==> config.mk <==
export PLATFORM = sky130hd
export DESIGN_NAME = rst_seq_ctrl
export DESIGN_NICKNAME = d
export VERILOG_FILES = /design/src/rtl/rstseq_pkg.sv /design/src/rtl/rst_seq_unit.sv /design/src/rtl/rst_ctrl_reg.sv /design/src/rtl/rst_tim_reg.sv /design/src/rtl/rst_sw_reg.sv /design/src/rtl/rst_seq_ctrl.sv
export SDC_FILE = /design/constraint.sdc
export NUM_CORES = 1
export LEC_CHECK = 0
export CORE_ASPECT_RATIO = 1.4
export CORE_UTILIZATION = 30
export DETAILED_ROUTE_END_ITERATION = 8
export DONT_BUFFER_PORTS = 1
export GPL_TIMING_DRIVEN = 0
export HOLD_SLACK_MARGIN = 0.02
export PLACE_DENSITY = 0.41
export SLEW_MARGIN = 20
export SYNTH_ARGS = -nofsm -noshare
export SYNTH_HDL_FRONTEND = slang
export SYNTH_SLANG_ARGS = --single-unit
==> constraint.sdc <==
create_clock -name clk -period 1.7 [get_ports clk]
set_input_delay 0 -clock clk [delete_from_list [all_inputs] [get_ports clk]]
set_output_delay 0 -clock clk [all_outputs]
set_load 0.01 [all_outputs]
==> src/rtl/rstseq_pkg.sv <==
package rstseq_pkg;
  localparam int DATA_W   = 32;
  localparam int MASK_OFS = 16;   // write-enable half of masked registers
  localparam int DLY_LSB  = 8;    // wait count field in a timing register
  localparam int HOLD_LSB = 16;   // hold count field in a timing register

  typedef enum logic [1:0] {
    SQ_IDLE = 2'd0,
    SQ_WAIT = 2'd1,
    SQ_HOLD = 2'd2
  } sq_state_e;
endpackage

==> src/rtl/rst_seq_unit.sv <==
// One domain's wait / hold / release sequencer.
module rst_seq_unit
  import rstseq_pkg::*;
#(
  parameter int CNT_W = 4
) (
  input  logic             clk,
  input  logic             rst_n,
  input  logic             req_i,
  input  logic [CNT_W-1:0] dly_i,
  input  logic [CNT_W-1:0] hold_i,
  output logic             start_o,
  output logic             busy_o,
  output logic             rst_o,
  output logic             fin_o
);
  sq_state_e        st_q, st_d;
  logic [CNT_W-1:0] cnt_q, cnt_d;
  logic             cnt_en;

  // load value for a phase: a zero count still gives one cycle
  function automatic logic [CNT_W-1:0] first_cnt(input logic [CNT_W-1:0] c);
    return (c == '0) ? '0 : c - 1'b1;
  endfunction

  always_comb begin
    st_d    = st_q;
    cnt_d   = cnt_q;
    cnt_en  = 1'b0;
    start_o = 1'b0;
    fin_o   = 1'b0;
    unique case (st_q)
      SQ_IDLE: begin
        if (req_i) begin
          st_d    = SQ_WAIT;
          cnt_d   = first_cnt(dly_i);
          cnt_en  = 1'b1;
          start_o = 1'b1;
        end
      end
      SQ_WAIT: begin
        cnt_en = 1'b1;
        if (cnt_q == '0) begin
          st_d  = SQ_HOLD;
          cnt_d = first_cnt(hold_i);
        end else begin
          cnt_d = cnt_q - 1'b1;
        end
      end
      SQ_HOLD: begin
        cnt_en = 1'b1;
        if (cnt_q == '0) begin
          st_d  = SQ_IDLE;
          fin_o = 1'b1;
        end else begin
          cnt_d = cnt_q - 1'b1;
        end
      end
      default: st_d = SQ_IDLE;
    endcase
  end

  always_ff @(posedge clk or negedge rst_n) begin
    if (!rst_n) begin
      st_q  <= SQ_IDLE;
      cnt_q <= '0;
    end else begin
      st_q <= st_d;
      if (cnt_en) cnt_q <= cnt_d;
    end
  end

  assign busy_o = (st_q != SQ_IDLE);
  assign rst_o  = (st_q == SQ_HOLD);
endmodule

==> src/rtl/rst_ctrl_reg.sv <==
// Request bits (masked, self-clearing) and completion flags (write-one-to-clear).
module rst_ctrl_reg #(
  parameter int NUM_DOM = 4
) (
  input  logic               clk,
  input  logic               rst_n,
  input  logic               wr_en,
  input  logic [NUM_DOM-1:0] req_data,
  input  logic [NUM_DOM-1:0] req_mask,
  input  logic [NUM_DOM-1:0] done_clr,
  input  logic [NUM_DOM-1:0] busy_i,
  input  logic [NUM_DOM-1:0] start_i,
  input  logic [NUM_DOM-1:0] fin_i,
  output logic [NUM_DOM-1:0] req_q,
  output logic [NUM_DOM-1:0] done_q
);
  logic [NUM_DOM-1:0] req_d, done_d;
  logic               upd_en;

  always_comb begin
    for (int i = 0; i < NUM_DOM; i++) begin
      req_d[i] = req_q[i];
      if (wr_en && req_mask[i]) req_d[i] = req_data[i] & ~busy_i[i];
      if (start_i[i]) req_d[i] = 1'b0;
      done_d[i] = done_q[i];
      if (wr_en && done_clr[i]) done_d[i] = 1'b0;
      if (fin_i[i]) done_d[i] = 1'b1;
    end
  end

  assign upd_en = wr_en | (|start_i) | (|fin_i);

  always_ff @(posedge clk or negedge rst_n) begin
    if (!rst_n) begin
      req_q  <= '0;
      done_q <= '0;
    end else if (upd_en) begin
      req_q  <= req_d;
      done_q <= done_d;
    end
  end
endmodule

==> src/rtl/rst_tim_reg.sv <==
// Per-domain wait/hold counts.
module rst_tim_reg #(
  parameter int CNT_W    = 4,
  parameter int DLY_RST  = 4,
  parameter int HOLD_RST = 8
) (
  input  logic             clk,
  input  logic             rst_n,
  input  logic             wr_en,
  input  logic [CNT_W-1:0] dly_wr,
  input  logic [CNT_W-1:0] hold_wr,
  output logic [CNT_W-1:0] dly_q,
  output logic [CNT_W-1:0] hold_q
);
  always_ff @(posedge clk or negedge rst_n) begin
    if (!rst_n) begin
      dly_q  <= CNT_W'(DLY_RST);
      hold_q <= CNT_W'(HOLD_RST);
    end else if (wr_en) begin
      dly_q  <= dly_wr;
      hold_q <= hold_wr;
    end
  end
endmodule

==> src/rtl/rst_sw_reg.sv <==
// Software-driven reset lines with per-line fixed polarity.
module rst_sw_reg #(
  parameter int          NUM_SW     = 8,
  parameter logic [15:0] SW_ACT_LOW = 16'h000F
) (
  input  logic              clk,
  input  logic              rst_n,
  input  logic              wr_en,
  input  logic [NUM_SW-1:0] sw_data,
  input  logic [NUM_SW-1:0] sw_mask,
  output logic [NUM_SW-1:0] sw_q,
  output logic [NUM_SW-1:0] sw_rst
);
  localparam logic [NUM_SW-1:0] POL = SW_ACT_LOW[NUM_SW-1:0];
  logic [NUM_SW-1:0] sw_d;

  always_comb begin
    for (int i = 0; i < NUM_SW; i++) begin
      sw_d[i] = sw_mask[i] ? sw_data[i] : sw_q[i];
    end
  end

  always_ff @(posedge clk or negedge rst_n) begin
    if (!rst_n) sw_q <= POL;   // released state for every line
    else if (wr_en) sw_q <= sw_d;
  end

  // asserted when stored bit differs from the release value
  assign sw_rst = sw_q ^ POL;
endmodule

==> src/rtl/rst_seq_ctrl.sv <==
module rst_seq_ctrl
  import rstseq_pkg::*;
#(
  parameter int          NUM_DOM    = 4,
  parameter int          NUM_SW     = 8,
  parameter int          CNT_W      = 4,
  parameter int          ADDR_W     = 4,
  parameter int          DONE_LSB   = 28,
  parameter int          DLY_RST    = 4,
  parameter int          HOLD_RST   = 8,
  parameter logic [15:0] SW_ACT_LOW = 16'h000F
) (
  input  logic               clk,
  input  logic               rst_n,
  input  logic               bus_sel,
  input  logic               bus_wr,
  input  logic [ADDR_W-1:0]  bus_addr,
  input  logic [31:0]        bus_wdata,
  output logic [31:0]        bus_rdata,
  output logic [NUM_DOM-1:0] dom_rst,
  output logic [NUM_DOM-1:0] dom_done,
  output logic [NUM_SW-1:0]  sw_rst
);
  localparam int ADDR_CTRL = 0;
  localparam int ADDR_SW   = 1;
  localparam int TIM_BASE  = 2;

  logic               wr_ctrl, wr_sw;
  logic [NUM_DOM-1:0] wr_tim;
  logic [NUM_DOM-1:0] req_q, dom_busy, dom_start, dom_fin;
  logic [NUM_SW-1:0]  sw_q;
  logic [CNT_W-1:0]   dly_q  [NUM_DOM];
  logic [CNT_W-1:0]   hold_q [NUM_DOM];
  logic [31:0]        tim_word [NUM_DOM];
  logic [31:0]        ctrl_word;

  assign wr_ctrl = bus_sel && bus_wr && (bus_addr == ADDR_W'(ADDR_CTRL));
  assign wr_sw   = bus_sel && bus_wr && (bus_addr == ADDR_W'(ADDR_SW));

  rst_ctrl_reg #(.NUM_DOM(NUM_DOM)) u_ctrl (
    .clk      (clk),
    .rst_n    (rst_n),
    .wr_en    (wr_ctrl),
    .req_data (bus_wdata[NUM_DOM-1:0]),
    .req_mask (bus_wdata[MASK_OFS +: NUM_DOM]),
    .done_clr (bus_wdata[DONE_LSB +: NUM_DOM]),
    .busy_i   (dom_busy),
    .start_i  (dom_start),
    .fin_i    (dom_fin),
    .req_q    (req_q),
    .done_q   (dom_done)
  );

  for (genvar i = 0; i < NUM_DOM; i++) begin : g_dom
    assign wr_tim[i] = bus_sel && bus_wr && (bus_addr == ADDR_W'(TIM_BASE + i));

    rst_tim_reg #(
      .CNT_W    (CNT_W),
      .DLY_RST  (DLY_RST),
      .HOLD_RST (HOLD_RST)
    ) u_tim (
      .clk     (clk),
      .rst_n   (rst_n),
      .wr_en   (wr_tim[i]),
      .dly_wr  (bus_wdata[DLY_LSB +: CNT_W]),
      .hold_wr (bus_wdata[HOLD_LSB +: CNT_W]),
      .dly_q   (dly_q[i]),
      .hold_q  (hold_q[i])
    );

    rst_seq_unit #(.CNT_W(CNT_W)) u_seq (
      .clk     (clk),
      .rst_n   (rst_n),
      .req_i   (req_q[i]),
      .dly_i   (dly_q[i]),
      .hold_i  (hold_q[i]),
      .start_o (dom_start[i]),
      .busy_o  (dom_busy[i]),
      .rst_o   (dom_rst[i]),
      .fin_o   (dom_fin[i])
    );

    always_comb begin
      tim_word[i] = '0;
      tim_word[i][DLY_LSB +: CNT_W]  = dly_q[i];
      tim_word[i][HOLD_LSB +: CNT_W] = hold_q[i];
    end
  end

  rst_sw_reg #(
    .NUM_SW     (NUM_SW),
    .SW_ACT_LOW (SW_ACT_LOW)
  ) u_sw (
    .clk     (clk),
    .rst_n   (rst_n),
    .wr_en   (wr_sw),
    .sw_data (bus_wdata[NUM_SW-1:0]),
    .sw_mask (bus_wdata[MASK_OFS +: NUM_SW]),
    .sw_q    (sw_q),
    .sw_rst  (sw_rst)
  );

  always_comb begin
    ctrl_word = '0;
    ctrl_word[NUM_DOM-1:0]         = req_q;
    ctrl_word[DONE_LSB +: NUM_DOM] = dom_done;
  end

  always_comb begin
    bus_rdata = '0;
    if (bus_sel) begin
      if (bus_addr == ADDR_W'(ADDR_CTRL)) bus_rdata = ctrl_word;
      if (bus_addr == ADDR_W'(ADDR_SW))   bus_rdata[NUM_SW-1:0] = sw_q;
      for (int i = 0; i < NUM_DOM; i++) begin
        if (bus_addr == ADDR_W'(TIM_BASE + i)) bus_rdata = tim_word[i];
      end
    end
  end
endmodule

==> results of run 1 <==
[where the power goes]
| part | switching [µW] | internal (µW) | leakage, µW | total (µW) |
|---|---|---|---|---|
| registers | 587 | 2250 | 0.000866 | 2840 |
| clock network | 780 | 1480 | 0.000170 | 2260 |
| logic | 3080 | 3300 | 0.00191 | 6380 |
[critical path, stage by stage, from the launching register on]
cell	delay (ns)
dfrtp_1	0.40
inv_2	0.09
ha_4	0.14
or3b_4	0.39
buf_4	0.15
a21o_1	0.18
mux2_4	0.30
[what timing repair did]
action / 4_1_cts / 5_1_grt
gates resized for setup: 72 / 30
endpoints found under the hold margin: 120 / 0
hold buffers: 29 / 0
endpoints found under the setup margin: 22 / 23
setup buffers: 34 / 15
pin swaps: 19 / 27
gates cloned: 0 / 0
[through the flow]
stage	std cells	utilization, %
after floorplan	560	-
after global placement	759	32.69
after detailed placement	759	32.69
after CTS	838	40.16
after global routing	851	41.66
final	851	41.66
[layout make-up]
type                       count  area [µm²]  area share [%]
clock inverter                 5       103.9           1.535
timing repair buffer          78       690.7           10.21
multi-input combinational    411        3279           48.47
buffer                        35       231.5           3.421
tap                          199       249.0           3.680
sequential                    72        1818           26.87
inverter                      40       150.1           2.219
clock buffer                  11       242.7           3.588
[kinds of logic after synthesis]
family	Yosys count	synth area share, %
AO/OA/AOI/OAI	153	19.92
buffers and inverters	77	7.603
XOR/XNOR	4	0.7028
flip-flops	72	36.44
adder cells (fa/ha/maj)	29	7.277
other	1	0.07521
multiplexers	40	8.908
AND/OR/NAND/NOR	173	19.07
[state kept, by name, indices dropped and copies added (netlist names)]
| register | cells |
|---|---|
| g_dom.u_seq.cnt_q | 16 |
| g_dom.u_seq.st_q | 8 |
| g_dom.u_tim.dly_q | 16 |
| g_dom.u_tim.hold_q | 16 |
| u_ctrl.done_q | 4 |
| u_ctrl.req_q | 4 |
| u_sw.sw_q | 8 |
[how the worst max path moves through the flow]
| stage | startpoint | to |
|---|---|---|
| floorplan | g_dom[3].u_seq.st_q[0]$_DFFE_PN0P_ | g_dom[3].u_seq.cnt_q[3]$_DFFE_PN0P_ |
| global placement | g_dom[2].u_seq.st_q[0]$_DFFE_PN0P_ | g_dom[2].u_seq.cnt_q[1]$_DFFE_PN0P_ |
| detailed placement | g_dom[2].u_seq.st_q[0]$_DFFE_PN0P_ | g_dom[2].u_seq.cnt_q[1]$_DFFE_PN0P_ |
| CTS | g_dom[0].u_seq.cnt_q[0]$_DFFE_PN0P_ | g_dom[0].u_seq.cnt_q[0]$_DFFE_PN0P_ |
| global route | g_dom[0].u_seq.cnt_q[0]$_DFFE_PN0P_ | g_dom[0].u_seq.st_q[1]$_DFFE_PN0P_ |
| finish | g_dom[0].u_seq.cnt_q[0]$_DFFE_PN0P_ | g_dom[0].u_seq.st_q[1]$_DFFE_PN0P_ |
[synthesized netlist by cell type, types with 12 or more instances]
cell | number | area, µm²
buf_4 | 22 | 165.2
a21oi_1 | 30 | 150.1
inv_1 | 40 | 150.1
nor3_1 | 20 | 100.1
nand2_1 | 47 | 176.4
ha_1 | 29 | 362.9
o21ai_1 | 31 | 155.2
nor2_1 | 35 | 131.4
dfrtp_1 | 60 | 1501
dfstp_2 | 12 | 315.3
mux2_1 | 33 | 371.6
o21ai_0 | 16 | 80.08
nor3b_1 | 12 | 90.09
[metal layers]
metal | GRT usage [%] | vias up
li1 | - | 2131
met1 | 20.53 | 2085
met4 | 6.980 | 0
met5 | 0 | -
met3 | 4.624 | 16
met2 | 32.58 | 76
==> impl_metrics.tcl, run 1 <==
set metrics [dict create \
    yosys_warnings 0 \
    fmax_mhz 566.5 \
    wire_per_inst_um 17.76 \
    viasPerCell 5.062 \
    ff2ff_setup_slack_ns -0.07 \
    grt_pass1_wl_um 23650 \
    track_usage_pct 18.15 \
    cp_max_fo 3 \
    power_uw 11470 \
    dr_wl_met3_um 674 \
    cp.required_ns 1.93 \
    setup_slack_ns -0.06530 \
    wl_met1_um 6208 \
    fillers 1619 \
    clockBufferDepth 2 \
    final_area_um2 6765 \
    final_nets 716 \
    slew_headroom_pct 37.20 \
    maxCapViolCount 0 \
    first_global_vias 4171 \
    synth_seq_cells 72 \
    drt-initial-drc-count 248 \
    hold_start "bus_sel" \
    highest_layer "met4" \
    portBuffers 0 \
    grt.overflow.total 0 \
    dr.pass1.iters 6 \
    start_util_pct 30.70 \
    core_area_um2 16240 \
    cp_data_arrival_time_ns 2.00 \
    synth_edf_count 0 \
    worst-setup-path-type "reg -> reg" \
    yosysUniqueCellTypes 64 \
    io_pins 88 \
    setup_violations 9 \
    tightest_slew_ns 0.9342 \
    fp.dieW_um 111.0 \
    end_kind "flop" \
    post-route-min-period_ns 1.765 \
    dr_wl_met2_um 7932 \
    cts.root.buffer_cell "clkbuf_16" \
    ant_nets 0 \
    holdCritPathClass "in -> reg" \
    skew_ns 0.006111 \
    worstHoldEndpoint "g_dom[3].u_tim.hold_q[1]$_DFFE_PN0P_" \
    rr_startpoint "g_dom[0].u_seq.cnt_q[0]$_DFFE_PN0P_" \
    cts.reportedPaths.clkPinSlew_ns 0.06 \
    die_area_um2 17150 \
    r2r-end "g_dom[0].u_seq.st_q[1]$_DFFE_PN0P_" \
    cts.sinks 72 \
    drive_gt1_share_pct 29.91 \
    insertion_delay_ns 0.34 \
    antennaDiodeCount 0 \
    rsz0062_at_grt "true" \
    fin_crit_sh_pct 103.8 \
    place_congestion 0.8887 \
    avgSynthCellArea_um2 9.082 \
    ys.flop_type "dfrtp_1" \
    grt_antenna_before_repair 0 \
    worst_ir_drop_vdd_mv 0.7118 \
    layout_common_cells "buf_4, dfrtp_1, nand2_1" \
    ys_seq_area_share_pct 36.44 \
    power_density_nw_per_um2 1696 \
    syn_area_um2 4986 \
    cp-start-kind "flop" \
    dpl_worst_slack_ns -0.3724 \
    r2r_cells 6 \
    dpl_cell_area_um2 5309 \
    status "finished, violations left" \
    hold_violations 0 \
    area_delta_synth_final_pct 35.68 \
    htreeDepth 3 \
    hold_depth 3 \
    die_h_um 154.5 \
    via_count 4308 \
    fin_setup_tns_ns -0.2153 \
    drc_errors 10 \
    final_common_cell "buf_4" \
    cts_buffers 9 \
    dpl.hpwl_um 10630 \
    ys_async_sr_fraction_pct 100.0 \
    p_leak_uw 0.002942 \
    rows 55 \
    synth_cells 549 \
    violations "DRC, setup timing" \
    hold_ws_ns 0.05338 \
    slew_violations 0 \
    wirelength_um 15110 \
    tritoncts "built" \
    grt_start_max_net_pins 73 \
]
Note: power is estimated with default switching activity, not from simulation.
==> inputs of run 2 (changes only) <==
Settings changed: PLACE_DENSITY 0.41 to 0.4.
Clock period 1.7 ns to 2 ns, I/O delays scaled along.
==> run 2 against run 1 <==
Net effect: the flow finishes with violations (DRC); cell count is 5.1% lower; global-route usage shrank 0.55 points; fmax decreased by 7.9%; utilization down 4.8 points; largest cell class unchanged.
==> impl_metrics.tcl, run 2 (synthesis gave the netlist of run 1 again) <==
set metrics [dict create \
    htreeDepth 3 \
    wl_met1_um 6176 \
    r2r_cells 7 \
    core_area_um2 16240 \
    dr_wl_met3_um 566 \
    io_pins 88 \
    final_common_cell "dfrtp_1" \
    first_global_vias 4018 \
    end_kind "flop" \
    fin_crit_sh_pct 95.82 \
    tightest_slew_ns 0.8603 \
    hold_depth 3 \
    p_leak_uw 0.002656 \
    fillers 1701 \
    cts.reportedPaths.clkPinSlew_ns 0.06 \
    worst_ir_drop_vdd_mv 0.6454 \
    place_congestion 0.8837 \
    fin_util_pct 36.88 \
    skew_ns 0.004958 \
    violations "DRC" \
    start_util_pct 30.70 \
    area_delta_synth_final_pct 20.13 \
    cts.root.buffer_cell "clkbuf_16" \
    wirelength_um 14530 \
    setup_violations 0 \
    status "finished, violations left" \
    tritoncts "built" \
    final_nets 673 \
    fmax_mhz 521.8 \
    portBuffers 0 \
    cp_max_fo 4 \
    viasPerCell 5.141 \
    cts_buffers 9 \
    ant_nets 0 \
    dr.pass1.iters 6 \
    slew_violations 0 \
    die_h_um 154.5 \
    power_uw 8032 \
    power_density_nw_per_um2 1341 \
    fin_setup_tns_ns 0 \
    rows 55 \
    cp-start-kind "flop" \
    dr_wl_met2_um 7493 \
    fp.dieW_um 111.0 \
    layout_common_cells "dfrtp_1, nand2_1, inv_1" \
    dpl_worst_slack_ns -0.07788 \
    hold_ws_ns 0.04963 \
    grt_start_max_net_pins 73 \
    via_count 4154 \
    antennaDiodeCount 0 \
    wire_per_inst_um 17.98 \
    slew_headroom_pct 42.17 \
    grt_antenna_before_repair 1 \
    maxCapViolCount 0 \
    clockBufferDepth 2 \
    drc_errors 10 \
    drt-initial-drc-count 250 \
    setup_slack_ns 0.08359 \
    worst-setup-path-type "reg -> reg" \
    post-route-min-period_ns 1.916 \
    top_regs "g_dom.u_seq.cnt_q: 16 flops, g_dom.u_tim.dly_q: 16 flops, g_dom.u_tim.hold_q: 16 flops" \
    dpl.hpwl_um 10690 \
    track_usage_pct 17.60 \
    cp.required_ns 2.26 \
    drive_gt1_share_pct 15.44 \
    cp_data_arrival_time_ns 2.17 \
    grt_pass1_wl_um 22960 \
    hold_violations 0 \
    grt.overflow.total 0 \
    die_area_um2 17150 \
    insertion_delay_ns 0.35 \
    highest_layer "met4" \
    cts.sinks 72 \
    holdCritPathClass "in -> reg" \
]
[run 2: changes by cell type in the layout (fill, tap and decap cells not counted), sizes merged]
cell,change
dlygate4sd3,-2
clkinvlp,+2
buf,-41
bufinv,-2
[run 2: per-layer routing]
layer / track usage (%) / up-vias
li1: - / 2048
met1: 21.06 / 2009
met2: 30.64 / 80
met3: 3.644 / 17
met4: 7.175 / 0
met5: 0 / -
[run 2: layout make-up]
| type | instances | area, µm² | share of cell area (%) |
|---|---|---|---|
| inverters | 40 | 150.1 | 2.507 |
| clock buffers | 11 | 252.7 | 4.220 |
| multi-input cells | 411 | 2897 | 48.36 |
| clock inverters | 5 | 55.05 | 0.9192 |
| repair buffers | 35 | 347.8 | 5.807 |
| plain buffers | 35 | 221.5 | 3.698 |
| well taps | 199 | 249.0 | 4.157 |
| flip-flops and latches | 72 | 1817 | 30.33 |
[run 2: worst paths after layout]
| path | startpoint | endpoint | slack [ns] |
|---|---|---|---|
| min | bus_sel | g_dom[3].u_tim.hold_q[0]$_DFFE_PN0P_ | 0.05 |
| max in group asynchronous | rst_n | g_dom[2].u_tim.hold_q[3]$_DFFE_PN1P_ | 1.43 |
| max | g_dom[0].u_seq.cnt_q[0]$_DFFE_PN0P_ | g_dom[0].u_seq.cnt_q[0]$_DFFE_PN0P_ | 0.08 |
| min in group asynchronous | rst_n | g_dom[1].u_tim.dly_q[0]$_DFFE_PN0P_ | 0.20 |
| min reg2reg | g_dom[3].u_seq.st_q[0]$_DFFE_PN0P_ | g_dom[3].u_seq.st_q[0]$_DFFE_PN0P_ | 0.53 |
| max reg2reg | g_dom[0].u_seq.cnt_q[0]$_DFFE_PN0P_ | g_dom[0].u_seq.cnt_q[0]$_DFFE_PN0P_ | 0.08 |
[run 2: critical path: stages (launching register included)]
cell and delay (ns):
dfrtp_1 0.42, inv_2 0.12, ha_4 0.15, or3b_4 0.40, a31o_2 0.26, o22ai_1 0.14
a221oi_1 0.09, o31ai_1 0.23
[run 2: repair_timing]
action	in CTS	in global routing
resized for setup	0	19
endpoints found under the setup margin	5	15
setup buffers	2	6
hold buffers	27	0
pin swaps	1	2
endpoints found under the hold margin	120	0
[run 2: power breakdown]
part           internal (µW)  switching, µW
clock network           1030            670
registers               1910            471
logic                   1840           2110
total                   4790           3250
[run 2: metrics by stage]
stage | cell area, µm² | std cells
6_report | 5989 | 808
5_1_grt | 5989 | 808
4_1_cts | 5879 | 802
3_5_place_dp | 5276 | 759
3_3_place_gp | 5276 | 759
2_1_floorplan | 5027 | 560
==> inputs of run 3 (changes only) <==
Settings changed: RECOVER_POWER set to 50.
==> run 3 against run 2 <==
Net effect: the flow still finishes with violations (DRC); utilization shrank 0.28 points; flip-flop and latch count is the same; sequential power is essentially flat; via count grew 0.19%; largest cell class unchanged.
==> impl_metrics.tcl, run 3 (synthesis gave the netlist of run 1 again) <==
set metrics [dict create \
    status "finished, violations left" \
    violations "DRC" \
    htreeDepth 3 \
    grt_pass1_wl_um 22960 \
    setup_slack_ns 0.08957 \
    setup_violations 0 \
    grt_antenna_before_repair 1 \
    cts_buffers 9 \
    die_area_um2 17150 \
    drt-initial-drc-count 263 \
    final_common_cell "dfrtp_1" \
    fp.dieW_um 111.0 \
    first_global_vias 4018 \
    drc_errors 10 \
    maxCapViolCount 0 \
    skew_ns 0.004730 \
    final_nets 673 \
    tightest_slew_ns 1.063 \
    tritoncts "built" \
    hold_depth 4 \
    crit_slowest_cell "dfrtp_1" \
    drive_gt1_share_pct 14.29 \
    hold_violations 0 \
    place_congestion 0.8837 \
    ant_nets 0 \
    track_usage_pct 17.60 \
    slew_headroom_pct 29.10 \
    dr.pass1.iters 6 \
    wirelength_um 14540 \
    cp.required_ns 2.25 \
    r2r_cells 7 \
    viasPerCell 5.151 \
    fin_crit_sh_pct 95.52 \
    cp-start-kind "flop" \
    grt.overflow.total 0 \
    rows 55 \
    core_area_um2 16240 \
    cp_data_arrival_time_ns 2.16 \
    layout_common_cells "dfrtp_1, nand2_1, inv_1" \
    insertion_delay_ns 0.35 \
    worst-setup-path-type "reg -> reg" \
    fmax_mhz 523.4 \
    antennaDiodeCount 0 \
    dpl_worst_slack_ns -0.07788 \
    crit_chain "inv_2, ha_4, or3b_4, a31o_2, o22ai_1, a221oi_1, o31ai_1" \
    p_leak_uw 0.002623 \
    power_density_nw_per_um2 1348 \
    start_util_pct 30.70 \
    cts.sinks 72 \
    cts.reportedPaths.clkPinSlew_ns 0.06 \
    end_kind "flop" \
    portBuffers 0 \
    clockBufferDepth 2 \
    die_h_um 154.5 \
    top_regs "g_dom.u_seq.cnt_q: 16 flops, g_dom.u_tim.dly_q: 16 flops, g_dom.u_tim.hold_q: 16 flops" \
    cts.root.buffer_cell "clkbuf_16" \
    cp_max_fo 4 \
    hold_ws_ns 0.03437 \
    io_pins 88 \
    via_count 4162 \
    worst_ir_drop_vdd_mv 0.6488 \
    holdCritPathClass "in -> reg" \
    max_stage_delay_ns 0.42 \
    slew_violations 0 \
    grt_start_max_net_pins 73 \
    fin_setup_tns_ns 0 \
    post-route-min-period_ns 1.910 \
    wire_per_inst_um 17.99 \
    dpl.hpwl_um 10690 \
    area_delta_synth_final_pct 19.22 \
]
-- run 3: routing by layer --
layer  share of wire (%)  track usage, %  up-vias
met5                   0               0        -
met4                 2.0           7.175        0
met3                 4.1           3.644       17
met2                  52           30.64       77
met1                  42           21.06     2022
li1                    -               -     2046
-- run 3: what timing repair did --
| item | CTS | global route |
|---|---|---|
| pin swaps | 1 | 2 |
| hold endpoints to repair | 120 | 0 |
| hold buffers | 27 | 0 |
| gates resized for setup | 0 | 19 |
| endpoints found under the setup margin | 5 | 15 |
| buffers inserted | 2 | 6 |
-- run 3: layout make-up --
class / instances / area, µm²
clock inverter: 5 / 55.05
tap: 199 / 249.0
inverter: 40 / 150.1
timing repair buffer: 35 / 327.8
buffer: 35 / 203.9
multi-input combinational: 411 / 2889
fill: 1705 / 10300
sequential: 72 / 1817
clock buffer: 11 / 252.7
-- run 3: worst max-delay path, delay by kind of cell (launching register included) --
family | cells | cell delay, ns
buffers and inverters | 1 | 0.12
adders and majority gates | 1 | 0.15
DFF | 1 | 0.42
AOI/OAI and AO/OA | 4 | 0.72
and+or+nand+nor | 1 | 0.40
-- run 3: path summary, 6_finish.rpt --
kind	start	endpoint	slack, ns
hold reg to reg	g_dom[3].u_seq.st_q[0]$_DFFE_PN0P_	g_dom[3].u_seq.st_q[0]$_DFFE_PN0P_	0.53
max in group asynchronous	rst_n	g_dom[0].u_tim.dly_q[1]$_DFFE_PN0P_	0.89
setup reg to reg	g_dom[0].u_seq.cnt_q[0]$_DFFE_PN0P_	g_dom[0].u_seq.cnt_q[0]$_DFFE_PN0P_	0.09
setup / recovery	g_dom[0].u_seq.cnt_q[0]$_DFFE_PN0P_	g_dom[0].u_seq.cnt_q[0]$_DFFE_PN0P_	0.09
min in group asynchronous	rst_n	g_dom[1].u_seq.cnt_q[3]$_DFFE_PN0P_	0.42
hold / removal	bus_sel	g_dom[0].u_tim.hold_q[3]$_DFFE_PN1P_	0.03
-- run 3: through the flow --
| step | power [µW] | cells | area, µm² | util [%] |
|---|---|---|---|---|
| floorplan | 5103 | 560 | 5027 | - |
| global placement | 5897 | 759 | 5276 | 32.49 |
| detailed placement | 5929 | 759 | 5276 | 32.49 |
| CTS | 7837 | 802 | 5879 | 36.20 |
| global route | 8686 | 808 | 5944 | 36.60 |
| finish | 8015 | 808 | 5944 | 36.60 |
-- run 3: power breakdown --
| group | switching [µW] | leakage, µW | internal [µW] |
|---|---|---|---|
| Combinational | 2100 | 0.00161 | 1830 |
| Clock | 672 | 0.000148 | 1030 |
| Sequential | 470 | 0.000867 | 1910 |
